<file path="src/rtl/mmu_pkg.sv">
package mmu_pkg;

  typedef enum logic [1:0] {
    RK_PDR  = 2'd0,
    RK_PAR  = 2'd1,
    RK_CTL0 = 2'd2,
    RK_CTL3 = 2'd3
  } reg_kind_e;

  typedef struct packed {
    logic      hit;
    reg_kind_e kind;
    logic [1:0] mode;
    logic      dset;
    logic [2:0] page;
  } reg_dec_t;

  typedef struct packed {
    logic       valid;
    logic       acc;
    logic       nonres;
    logic       len;
    logic [1:0] mode;
    logic [2:0] page;
  } fault_t;

  localparam logic [15:0] A_CTL0 = 16'o177572;
  localparam logic [15:0] A_CTL3 = 16'o172516;
  localparam logic [7:0]  VEC_ACC = 8'o004;
  localparam logic [7:0]  VEC_LEN = 8'o250;

  // 32-byte register blocks, keyed by address bits 15:5
  function automatic reg_dec_t decode_reg(input logic [15:0] a);
    reg_dec_t d;
    d      = '0;
    d.hit  = 1'b1;
    d.dset = a[4];
    d.page = a[3:1];
    case (a[15:5])
      11'h7A4: begin d.kind = RK_PDR; d.mode = 2'd1; end
      11'h7A5: begin d.kind = RK_PAR; d.mode = 2'd1; end
      11'h7A6: begin d.kind = RK_PDR; d.mode = 2'd0; end
      11'h7A7: begin d.kind = RK_PAR; d.mode = 2'd0; end
      11'h7FC: begin d.kind = RK_PDR; d.mode = 2'd3; end
      11'h7FD: begin d.kind = RK_PAR; d.mode = 2'd3; end
      default: begin
        if (a[15:1] == A_CTL0[15:1])      d.kind = RK_CTL0;
        else if (a[15:1] == A_CTL3[15:1]) d.kind = RK_CTL3;
        else                              d.hit  = 1'b0;
      end
    endcase
    return d;
  endfunction

endpackage

</file>
<file path="src/rtl/mmu_regs.sv">
module mmu_regs
  import mmu_pkg::*;
#(
  parameter bit LEGACY = 1'b0
) (
  input  logic        clk_i,
  input  logic        rst_ni,
  input  logic        reg_sel_i,
  input  logic        reg_we_i,
  input  logic        reg_byte_i,
  input  logic [15:0] reg_addr_i,
  input  logic [15:0] reg_wdata_i,
  output logic [15:0] reg_rdata_o,
  output logic        reg_hit_o,
  input  logic [1:0]  look_mode_i,
  input  logic [2:0]  look_page_i,
  output logic [15:0] look_pdr_o,
  output logic [15:0] look_par_o,
  output logic [15:0] ctl0_o,
  input  fault_t      flt_i
);
  localparam int N_MODE = 4;
  localparam int N_SET  = 2;
  localparam int N_PAGE = 8;
  localparam logic [15:0] PDR_KEEP = LEGACY ? (16'o077516 & 16'hFF0F) : 16'hFF0F;
  localparam logic [15:0] PAR_KEEP = LEGACY ? 16'h0FFF : 16'hFFFF;
  localparam logic [15:0] CTL3_KEEP = 16'o000067;

  logic [15:0] pdr_q [N_MODE][N_SET][N_PAGE];
  logic [15:0] par_q [N_MODE][N_SET][N_PAGE];
  logic [15:0] ctl0_q, ctl3_q;

  reg_dec_t    dec;
  logic [15:0] cur, merged, wr_val, ctl0_tmp;
  logic        wr_en;

  assign dec   = decode_reg(reg_addr_i);
  assign wr_en = reg_sel_i & reg_we_i & dec.hit;

  always_comb begin
    unique case (dec.kind)
      RK_PDR:  cur = pdr_q[dec.mode][dec.dset][dec.page];
      RK_PAR:  cur = par_q[dec.mode][dec.dset][dec.page];
      RK_CTL0: cur = ctl0_q;
      default: cur = ctl3_q;
    endcase
  end

  always_comb begin
    if (!reg_byte_i)        merged = reg_wdata_i;
    else if (reg_addr_i[0]) merged = {reg_wdata_i[7:0], cur[7:0]};
    else                    merged = {cur[15:8], reg_wdata_i[7:0]};
    ctl0_tmp = merged & ~16'h0C00;
    if (ctl0_tmp[0]) ctl0_tmp = ctl0_tmp & 16'h1FFF;
    unique case (dec.kind)
      RK_PDR:  wr_val = merged & PDR_KEEP;
      RK_PAR:  wr_val = merged & PAR_KEEP;
      RK_CTL0: wr_val = ctl0_tmp;
      default: wr_val = merged & CTL3_KEEP;
    endcase
  end

  always_comb begin
    if (!dec.hit)        reg_rdata_o = '0;
    else if (!reg_byte_i) reg_rdata_o = cur;
    else                 reg_rdata_o = {8'h00, reg_addr_i[0] ? cur[15:8] : cur[7:0]};
  end
  assign reg_hit_o = dec.hit;

  assign look_pdr_o = pdr_q[look_mode_i][0][look_page_i];
  assign look_par_o = par_q[look_mode_i][0][look_page_i];
  assign ctl0_o     = ctl0_q;

  // fault recording first; a register write in the same cycle wins
  always_ff @(posedge clk_i or negedge rst_ni) begin
    if (!rst_ni) begin
      for (int m = 0; m < N_MODE; m++)
        for (int s = 0; s < N_SET; s++)
          for (int p = 0; p < N_PAGE; p++) begin
            pdr_q[m][s][p] <= '0;
            par_q[m][s][p] <= '0;
          end
      ctl0_q <= '0;
      ctl3_q <= '0;
    end else begin
      if (flt_i.valid) begin
        pdr_q[flt_i.mode][0][flt_i.page][7] <= 1'b1;
        if (flt_i.acc) begin
          ctl0_q[13:12] <= 2'b11;
          ctl0_q[6:5]   <= flt_i.mode;
        end
        if (flt_i.nonres) ctl0_q[15] <= 1'b1;
        if (flt_i.len)    ctl0_q[14] <= 1'b1;
      end
      if (wr_en) begin
        unique case (dec.kind)
          RK_PDR:  pdr_q[dec.mode][dec.dset][dec.page] <= wr_val;
          RK_PAR:  par_q[dec.mode][dec.dset][dec.page] <= wr_val;
          RK_CTL0: ctl0_q <= wr_val;
          default: ctl3_q <= wr_val;
        endcase
      end
    end
  end

endmodule

</file>
<file path="src/rtl/mmu_xlate.sv">
module mmu_xlate
  import mmu_pkg::*;
#(
  parameter int PA_W      = 22,
  parameter int MEM_BYTES = 131072
) (
  input  logic            acc_valid_i,
  input  logic            acc_write_i,
  input  logic            acc_peek_i,
  input  logic [15:0]     vaddr_i,
  input  logic [1:0]      mode_i,
  input  logic [15:0]     pdr_i,
  input  logic [15:0]     par_i,
  input  logic            map_en_i,
  input  logic            perm_en_i,
  output logic [PA_W-1:0] paddr_o,
  output logic            abort_o,
  output logic [7:0]      trap_vec_o,
  output fault_t          flt_o
);
  localparam int SUM_W = PA_W + 1;

  logic [SUM_W-1:0] phys;
  logic [13:0]      len_b;
  logic [12:0]      off;
  logic [2:0]       code;
  logic             perm_bad, len_bad, nonres;
  logic             f_acc, f_nr, f_len;
  logic             unused_pdr;

  assign unused_pdr = ^{pdr_i[15], pdr_i[7:4]};

  assign off   = vaddr_i[12:0];
  assign code  = pdr_i[2:0];
  assign phys  = SUM_W'({par_i, 6'd0}) + SUM_W'(off);
  assign len_b = {({1'b0, pdr_i[14:8]} + 8'd1), 6'd0};

  always_comb begin
    if (acc_write_i) perm_bad = (code != 3'd6);
    else             perm_bad = (code == 3'd0) || (code == 3'd1) || (code == 3'd3) ||
                                (code == 3'd4) || (code == 3'd7);
  end

  assign len_bad = pdr_i[3] ? ({1'b0, off} < len_b) : ({1'b0, off} >= len_b);
  assign nonres  = phys >= SUM_W'(MEM_BYTES);

  assign f_acc = map_en_i & perm_en_i & ~acc_peek_i & perm_bad;
  assign f_nr  = map_en_i & ~f_acc & nonres;
  assign f_len = map_en_i & ~f_acc & ~nonres & len_bad;

  assign abort_o    = acc_valid_i & (f_acc | f_nr | f_len);
  assign trap_vec_o = !abort_o ? 8'd0 : (f_len ? VEC_LEN : VEC_ACC);
  assign paddr_o    = map_en_i ? phys[PA_W-1:0] : PA_W'(vaddr_i);

  always_comb begin
    flt_o        = '0;
    flt_o.valid  = abort_o;
    flt_o.acc    = f_acc;
    flt_o.nonres = f_nr;
    flt_o.len    = f_len;
    flt_o.mode   = mode_i;
    flt_o.page   = vaddr_i[15:13];
  end

endmodule

</file>
<file path="src/rtl/paged_mmu.sv">
module paged_mmu
  import mmu_pkg::*;
#(
  parameter int PA_W      = 22,
  parameter int MEM_BYTES = 131072,
  parameter bit LEGACY    = 1'b0
) (
  input  logic            clk_i,
  input  logic            rst_ni,
  input  logic            reg_sel_i,
  input  logic            reg_we_i,
  input  logic            reg_byte_i,
  input  logic [15:0]     reg_addr_i,
  input  logic [15:0]     reg_wdata_i,
  output logic [15:0]     reg_rdata_o,
  output logic            reg_hit_o,
  input  logic            acc_valid_i,
  input  logic            acc_write_i,
  input  logic            acc_peek_i,
  input  logic            acc_prev_i,
  input  logic [3:0]      psw_mode_i,
  input  logic [15:0]     vaddr_i,
  output logic [PA_W-1:0] paddr_o,
  output logic            abort_o,
  output logic [7:0]      trap_vec_o
);
  logic [1:0]  mode;
  logic [15:0] pdr, par, ctl0;
  fault_t      flt;
  logic        ctl0_wr;
  logic        unused_ctl0;

  assign mode        = acc_prev_i ? psw_mode_i[1:0] : psw_mode_i[3:2];
  assign ctl0_wr     = reg_sel_i & reg_we_i & (reg_addr_i[15:1] == A_CTL0[15:1]);
  assign unused_ctl0 = ^ctl0;

  mmu_regs #(.LEGACY(LEGACY)) i_regs (
    .clk_i       (clk_i),
    .rst_ni      (rst_ni),
    .reg_sel_i   (reg_sel_i),
    .reg_we_i    (reg_we_i),
    .reg_byte_i  (reg_byte_i),
    .reg_addr_i  (reg_addr_i),
    .reg_wdata_i (reg_wdata_i),
    .reg_rdata_o (reg_rdata_o),
    .reg_hit_o   (reg_hit_o),
    .look_mode_i (mode),
    .look_page_i (vaddr_i[15:13]),
    .look_pdr_o  (pdr),
    .look_par_o  (par),
    .ctl0_o      (ctl0),
    .flt_i       (flt)
  );

  mmu_xlate #(.PA_W(PA_W), .MEM_BYTES(MEM_BYTES)) i_xlate (
    .acc_valid_i (acc_valid_i),
    .acc_write_i (acc_write_i),
    .acc_peek_i  (acc_peek_i),
    .vaddr_i     (vaddr_i),
    .mode_i      (mode),
    .pdr_i       (pdr),
    .par_i       (par),
    .map_en_i    (ctl0[0]),
    .perm_en_i   (ctl0[9]),
    .paddr_o     (paddr_o),
    .abort_o     (abort_o),
    .trap_vec_o  (trap_vec_o),
    .flt_o       (flt)
  );

  p_unmapped_r1: assert property (@(posedge clk_i) disable iff (!rst_ni)
    (acc_valid_i && !ctl0[0]) |-> (!abort_o && paddr_o == PA_W'(vaddr_i)));

  p_abort_valid_r8: assert property (@(posedge clk_i) disable iff (!rst_ni)
    abort_o |-> acc_valid_i);

  p_vec_legal_r8: assert property (@(posedge clk_i) disable iff (!rst_ni)
    abort_o |-> (trap_vec_o == VEC_ACC || trap_vec_o == VEC_LEN));

  p_perm_status_r6: assert property (@(posedge clk_i) disable iff (!rst_ni)
    (flt.acc && abort_o && !ctl0_wr) |=> (ctl0[13:12] == 2'b11 && ctl0[6:5] == $past(mode)));

  p_ctl0_wr_r12: assert property (@(posedge clk_i) disable iff (!rst_ni)
    ctl0_wr |=> (ctl0[11:10] == 2'b00));

endmodule

</file>
<file path="config.mk">
export PLATFORM = sky130hd
export DESIGN_NAME = paged_mmu
export DESIGN_NICKNAME = d
export VERILOG_FILES = /design/src/rtl/mmu_pkg.sv /design/src/rtl/mmu_regs.sv /design/src/rtl/mmu_xlate.sv /design/src/rtl/paged_mmu.sv
export SDC_FILE = /design/constraint.sdc
export NUM_CORES = 2
export LEC_CHECK = 0
export ABC_AREA = 1
export ABC_CLOCK_PERIOD_IN_PS = 5950
export BUFFER_PORTS_ARGS = -buffer_cell sky130_fd_sc_hd__buf_2
export CORE_ASPECT_RATIO = 1.75
export CORE_MARGIN = 2
export CORE_UTILIZATION = 40
export CTS_CLUSTER_SIZE = 8
export DETAILED_ROUTE_END_ITERATION = 10
export PLACE_DENSITY_LB_ADDON = 0.15
export RECOVER_POWER = 50
export SLEW_MARGIN = 0
export SYNTH_ARGS = -nofsm -noshare
export SYNTH_HDL_FRONTEND = slang
export SYNTH_HIERARCHICAL = 1
export SYNTH_SLANG_ARGS = --single-unit
export TNS_END_PERCENT = 10
</file>
<file path="constraint.sdc">
create_clock -name clk_i -period 5.95 [get_ports clk_i]
set_input_delay 1.19 -clock clk_i [delete_from_list [all_inputs] [get_ports clk_i]]
set_output_delay 1.19 -clock clk_i [all_outputs]
set_load 0.005 [all_outputs]
</file>
# --- Yosys cells after proc, flatten, opt, wreduce, memory -nomap -nowiden ---
# Index checks and enable logic that the tools add are counted.
classes:
  n_addsub: 2
  multipliers: 0
  div: 0
  order_cmp: 13
  n_eq_ne: 15
  shift: 0
  muxes: 74
  bitwise_logic: 22
  reduce_logical: 20
ops:
  columns: ["operator", "n"]
  rows:
  - ["two-way mux 1024 bit", 3]
  - ["two-way mux 256 bit", 10]
  - ["binary-select mux 256 bit (select 2 bit)", 4]
  - ["bitwise mux 1024 bit", 2]
  - ["demux 256 bit (select 2 bit)", 2]
  - ["bitwise OR 1024 bit", 1]
  - ["two-way mux 128 bit", 7]
  - ["two-way mux 16 bit", 14]
  - ["binary-select mux 16 bit (select 3 bit)", 4]
  - ["demux 128 bit (select 1 bit)", 1]
  - ["demux 16 bit (select 3 bit)", 2]
  - ["one-hot mux 16 bit (3 select lines)", 2]
  - ["equality test 11 bit (second input constant)", 6]
  - ["two-way mux 8 bit", 4]
  - ["equality test 15 bit (second input constant)", 2]
  - ["two-way mux 15 bit", 2]
  - ["adder 22 x 13 -> 23 bit", 1]
  - ["greater-or-equal comparator 23 x 18 -> 1 bit (second input constant)", 1]
  - ["two-way mux 22 bit", 1]
  - ["greater-or-equal comparator 13 x 14 -> 1 bit", 1]
  - ["less-than comparator 13 x 14 -> 1 bit", 1]
  - ["two-way mux 2 bit", 6]
  - ["AND 1 bit", 10]
  - ["OR reduction 3 bit", 3]
  - ["other kinds (28)", 56]
totals:
  reg_bits: 2080
  latchBits: 0
  ram_bits: 0
  mem_bits_ro: 0
  input_bits: 61
  output_inout_bits: 48
  elab_cells: 277
  mem_count: 0

# --- Longest topological paths before layout ---
depth:
  word_depth: 25
  depth_mapped: 38
  depth_no_buf: 32

# --- Hierarchy ---
# Netlist, hierarchy kept.
modules_own_cells:
  columns: ["mod", "instances", "cells_each", "area_per_inst_um2", "seq_area_each_um2"]
  rows:
  - ["mmu_regs", 1, 10432, 86095.1, 45643.8]
  - ["mmu_xlate", 1, 264, 1453.9, 0.0]
  - ["paged_mmu", 1, 7, 26.3, 0.0]

# --- Worst setup path before layout ---
# Ideal clock, no wire load.
synth_timing:
  kind: "input -> output"
  startpoint: "input acc_prev_i"
  endpoint: "output trap_vec_o[5]"
  arrival_ps: 4813
  t_required_ps: 4760
  path_slack_ps: -53
  stages: 28
  path_buffers: 5
  path_cell_list: "inv_1 nand2_1 nand2_1 clkbuf_1 inv_1 clkbuf_1 clkbuf_1 buf_1 nor2_1 o22ai_1 nor2_1 nor2_1 o21ai_0 a32oi_1 nand2_1 nor2_1 nand3_1 xor2_1 ha_1 a21o_1 a21oi_1 nand2_1 nand3_1 nand2_1 nor2_1 nand3_2 nor2_1 buf_4"
synth_between:
  elab_cells_between_ends: 43
  classes_between: "2 x add/sub; 3 x order compare; 5 x eq/ne; 17 x mux; 11 x bitwise; 5 x reduce/logical"
synth_rtl:
  columns: ["item", "line_no", "text"]
  rows:
  - ["from (decl)", "paged_mmu.sv:20", "input logic acc_prev_i,"]
  - ["two-way mux 2 bit (*)", "paged_mmu.sv:33", "assign mode = acc_prev_i ? psw_mode_i[1:0] : psw_mode_i[3:2];"]
  - ["via mode[0]", "paged_mmu.sv:27", "logic [1:0] mode;"]
  - ["inverter 2 -> 3 bit (not written as such) (*)", "mmu_regs.sv:70", "assign look_pdr_o = pdr_q[look_mode_i][0][look_page_i];"]
  - ["binary-select mux 256 bit (select 2 bit) (*)", "mmu_regs.sv:70", null]
  - ["two-way mux 256 bit (not written as such) (*) (2 in a row)", "mmu_regs.sv:70", null]
  - ["binary-select mux 16 bit (select 3 bit) (*)", "mmu_regs.sv:70", null]
  - ["two-way mux 15 bit (not written as such) (*) (2 in a row)", "mmu_regs.sv:70", null]
  - ["via pdr[10]", "paged_mmu.sv:28", "logic [15:0] pdr, par, ctl0;"]
  - ["adder 7 x 1 -> 8 bit (*)", "mmu_xlate.sv:36", "assign len_b = {({1'b0, pdr_i[14:8]} + 8'd1), 6'd0};"]
  - ["greater-or-equal comparator 13 x 14 -> 1 bit or less-than comparator 13 x 14 -> 1 bit (tied branches)", "mmu_xlate.sv:44", "assign len_bad = pdr_i[3] ? ({1'b0, off} < len_b) : ({1'b0, off} >= len_b);"]
  - ["two-way mux 1 bit (*)", "mmu_xlate.sv:44", null]
  - ["AND 1 bit (*)", "mmu_xlate.sv:49", "assign f_len = map_en_i & ~f_acc & ~nonres & len_bad;"]
  - ["bitwise OR 1 bit", "mmu_xlate.sv:51", "assign abort_o = acc_valid_i & (f_acc | f_nr | f_len);"]
  - ["AND 1 bit", "mmu_xlate.sv:51", null]
  - ["two-way mux 8 bit (*)", "mmu_xlate.sv:52", "assign trap_vec_o = !abort_o ? 8'd0 : (f_len ? VEC_LEN : VEC_ACC);"]
  - ["to (decl)", "paged_mmu.sv:25", "output logic [7:0] trap_vec_o"]
# Mark *: on every way through the listed nets, which the timed path passes. The rest lies on a longest branch. The select of a mux whose other input is x is not followed.

# --- Final worst setup path ---
layout_timing:
  startpoint: "input reg_addr_i[12]"
  endpoint: "output reg_rdata_o[4]"
layout_between:
  elab_chain_len: 17
  elab_cells_between_ends: 46
  classes_between: "10 x eq/ne; 29 x mux; 1 x bitwise; 6 x reduce/logical"
layout_lines:
  columns: ["item", "line_no", "text"]
  rows:
  - ["from (decl)", "paged_mmu.sv:13", "input logic [15:0] reg_addr_i,"]
  - ["equality test 11 bit", "mmu_pkg.sv:39", "case (a[15:5])"]
  - ["OR reduction 2 bit (no line)", null, null]
  - ["one-hot mux 2 bit (2 select lines)", "mmu_pkg.sv:39", null]
  - ["inverter 2 -> 3 bit (not written as such)", "mmu_regs.sv:42, mmu_regs.sv:43", null]
  - ["binary-select mux 256 bit (select 2 bit) (on tied branches)", "mmu_regs.sv:43, mmu_regs.sv:42", null]
  - ["two-way mux 256 bit (on tied branches) (2 in a row)", "mmu_regs.sv:43, mmu_regs.sv:42", null]
  - ["two-way mux 128 bit (on tied branches) (3 in a row)", "mmu_regs.sv:43, mmu_regs.sv:42", null]
  - ["binary-select mux 16 bit (select 3 bit) (on tied branches)", "mmu_regs.sv:43, mmu_regs.sv:42", null]
  - ["two-way mux 16 bit (on tied branches) (2 in a row)", "mmu_regs.sv:43, mmu_regs.sv:42", null]
  - ["one-hot mux 16 bit (3 select lines)", "mmu_regs.sv:41", "unique case (dec.kind)"]
  - ["two-way mux 8 bit", "mmu_regs.sv:66", "else reg_rdata_o = {8'h00, reg_addr_i[0] ? cur[15:8] : cur[7:0]};"]
  - ["two-way mux 16 bit", "mmu_regs.sv:65", "else if (!reg_byte_i) reg_rdata_o = cur;"]
  - ["two-way mux 16 bit (*)", "mmu_regs.sv:64", "if (!dec.hit) reg_rdata_o = '0;"]
  - ["to (decl)", "paged_mmu.sv:15", "output logic [15:0] reg_rdata_o,"]
# Every way passes the cells marked *; elsewhere a longest branch is shown, timed or not. The select of a mux whose other input is x is not followed.

==> metrics.csv <==
stage,metric,value,unit
cells_and_area,drive_gt1_frac,0.160,
route,ant_nets,0,
die,initial_core_util,0.402,
cells_and_area,most-common-layout-cells,"nor2_1, dfrtp_1, nand2_1",
clocking,clk_pin_slew,0.05,ns
synth,synth_warnings,6,
clocking,cts_tree,done,
die,die_area,0.217,mm2
pwr,comb_power_share,0.112,
pwr,p_sw,7.52,mW
timing,report.final.hold_viol_count,0,
worst_setup_path,critical_path_class,in -> out,
pwr,seqPwrFrac,0.435,
grt,grt_antenna_before_repair,27,
clocking,cts_root_buffer,clkbuf_16,
timing,setup_viol,11,
timing,hold_slack,0.367,ns
pwr,power_frac_clock,0.453,
timing,clock_skew,0.0651,ns
cells_and_area,fillers,20700,
route,num_vias,81000,
placement,gp_congestion,1.02,
timing,min_period,6.17,ns
grt,grt_pass1_wl,595,mm
timing,maxSlewViolCount,602,
timing,tightest_slew,4.40,ns
run_status,violations,"max-capacitance violations, max-slew violations, negative setup slack",
hold_path,min_path_type,reg -> reg,
run_status,run_status,"complete, but fails checks",
worst_setup_path,cp_data_arrival_time,4.98,ns
timing,setup_ws,-0.220,ns
worst_setup_path,end_kind,output port,
clocking,cts.sinks,1784,
pwr,total_power,28.0,mW
route,routed_wl,421,mm
die,io_pins,109,
pwr,ir_worst_vdd,243,uV
cells_and_area,stdcell_area,0.102,mm2
cells_and_area,nNetsFinal,10900,
run,max_cap_violations,8,
grt,grt_pass1_vias,80000,
die,die-height,615,um
cells_and_area,final_common_cell,nor2_1,
timing,min_period_over_period,1.04,
die,rows,224,
clocking,clk_latency,0.90,ns
route,drtIter0Drc,8902,
pwr,powerDensity,273,mW/mm2
grt,grt_overflow_total,0,
clocking,h-tree-depth,4,
pwr,power.leakage,48.7,nW
worst_setup_path,startpoint_type,input pin,
die,dieWidth,353,um
timing,achievable-frequency,162,MHz
route,wl_per_cell,30.9,um
clocking,postCtsHoldBufs,0,
route,post_drt_via_cell_ratio,5.95,
synth,avgSynthCellArea,8.20,um2
timing,max_slew_margin,-1.93,
worst_setup_path,cp.required,4.76,ns
route,drc,0,
synth,syn-instance-count,10400,
route,drt-pass1-iter-count,7,
clocking,clk_path_buf_depth,4,
timing,rsz0062_at_grt,yes,
timing,setup_tns,-1.05,ns
clocking,cts_made_buffers,249,
cells_and_area,area_growth,20.1,%
synth,syn_area,0.0852,mm2
die,fp.coreArea,0.212,mm2
grt,grt.total_usage,0.381,
placement,hpwl,297,mm
placement,io_buffers,104,
pwr,internal-power,20.4,mW
placement,postPlaceCellArea,0.0948,mm2
grt,grt_start_max_net_pins,166,
worst_setup_path,critPathMaxFanout,15,
pwr,p_sw_frac,0.269,
==> state kept, by name (all words and copies together), names as in the netlist <==
register,count
i_regs/pdr_q,856
i_regs/ctl0_o,16
i_regs/par_q,896
i_regs/ctl3_q,16
==> final timing paths <==
| check | slack [ns] | end | start | cells past startpoint |
|---|---|---|---|---|
| min in group asynchronous | 1.66 | i_regs/pdr_q[844] | rst_ni | 1 |
| worst min register to register | 0.37 | i_regs/pdr_q[497] | i_regs/pdr_q[497] | 0 |
| worst max register to register | 1.56 | i_regs/pdr_q[983] | i_regs/pdr_q[920] | 29 |
| max in group asynchronous | 0.19 | i_regs/pdr_q[130] | rst_ni | 3 |
| worst min-delay path | 0.37 | i_regs/pdr_q[497] | i_regs/pdr_q[497] | 0 |
| worst max-delay path | -0.22 | reg_rdata_o[4] | reg_addr_i[12] | 24 |
==> repair_timing <==
| action | 4_1_cts | 5_1_grt |
|---|---|---|
| gates cloned | 3 | 6 |
| endpoints found under the hold margin | 0 | 0 |
| endpoints found under the setup margin | 27 | 29 |
| gates resized for setup | 96 | 109 |
| pin swaps | 28 | 52 |
| setup buffers | 7 | 14 |
==> layer usage <==
metal	wire length, um	global-route usage
met1	151000	0.440
met2	195000	0.610
met3	27400	0.0551
met4	48000	0.352
met5	47	0
==> stage by stage <==
stage               utilization  std cells  setup WS (ns)
floorplan                     -      10400        0.00759
global placement          0.447      13300         -0.847
detailed placement        0.447      13300         -0.725
CTS                       0.479      13600         -0.135
global route              0.482      13600         -0.299
finish                    0.482      13600         -0.220
==> final cells by class <==
type / count / area (um2) / share of cell area
flip-flops and latches: 1784 / 44600 / 0.436
multi-input cells: 7143 / 34900 / 0.341
repair buffers: 1183 / 11200 / 0.109
clock buffers: 253 / 6300 / 0.0616
well taps: 2825 / 3530 / 0.0346
inverters: 414 / 1610 / 0.0157
clock inverters: 6 / 77.6 / 0.000758
diodes: 14 / 35.0 / 0.000342
==> power by group through the flow <==
stage          Sequential [mW]  Clock [mW]  Combinational, mW
6_report                  12.2        12.7               3.12
5_1_grt                   12.2        13.3               3.25
4_1_cts                   12.2        12.9               3.00
3_5_place_dp              12.4           0               2.94
3_3_place_gp              12.4           0               2.94
2_1_floorplan             12.4           0               1.18
==> worst max-delay path, cell delays in order <==
cell and delay, ns:
buf_2 0.09, nand2_1 0.08, nor2_2 0.12, buf_4 0.14
nand2_1 0.08, inv_2 0.09, o21ai_4 0.08, buf_4 0.16
nand2_8 0.16, buf_16 0.19, buf_12 0.19, nor2_1 0.05
o21ai_0 0.21, o21ai_1 0.09, nand3b_1 0.72, nand2_1 0.35
nand3_2 0.14, nand3_2 0.12, nand2_4 0.11, nand2_1 0.08
nand2_1 0.06, a21oi_1 0.15, buf_4 0.15, buf_2 0.11
(Power assumes the default switching activity.)
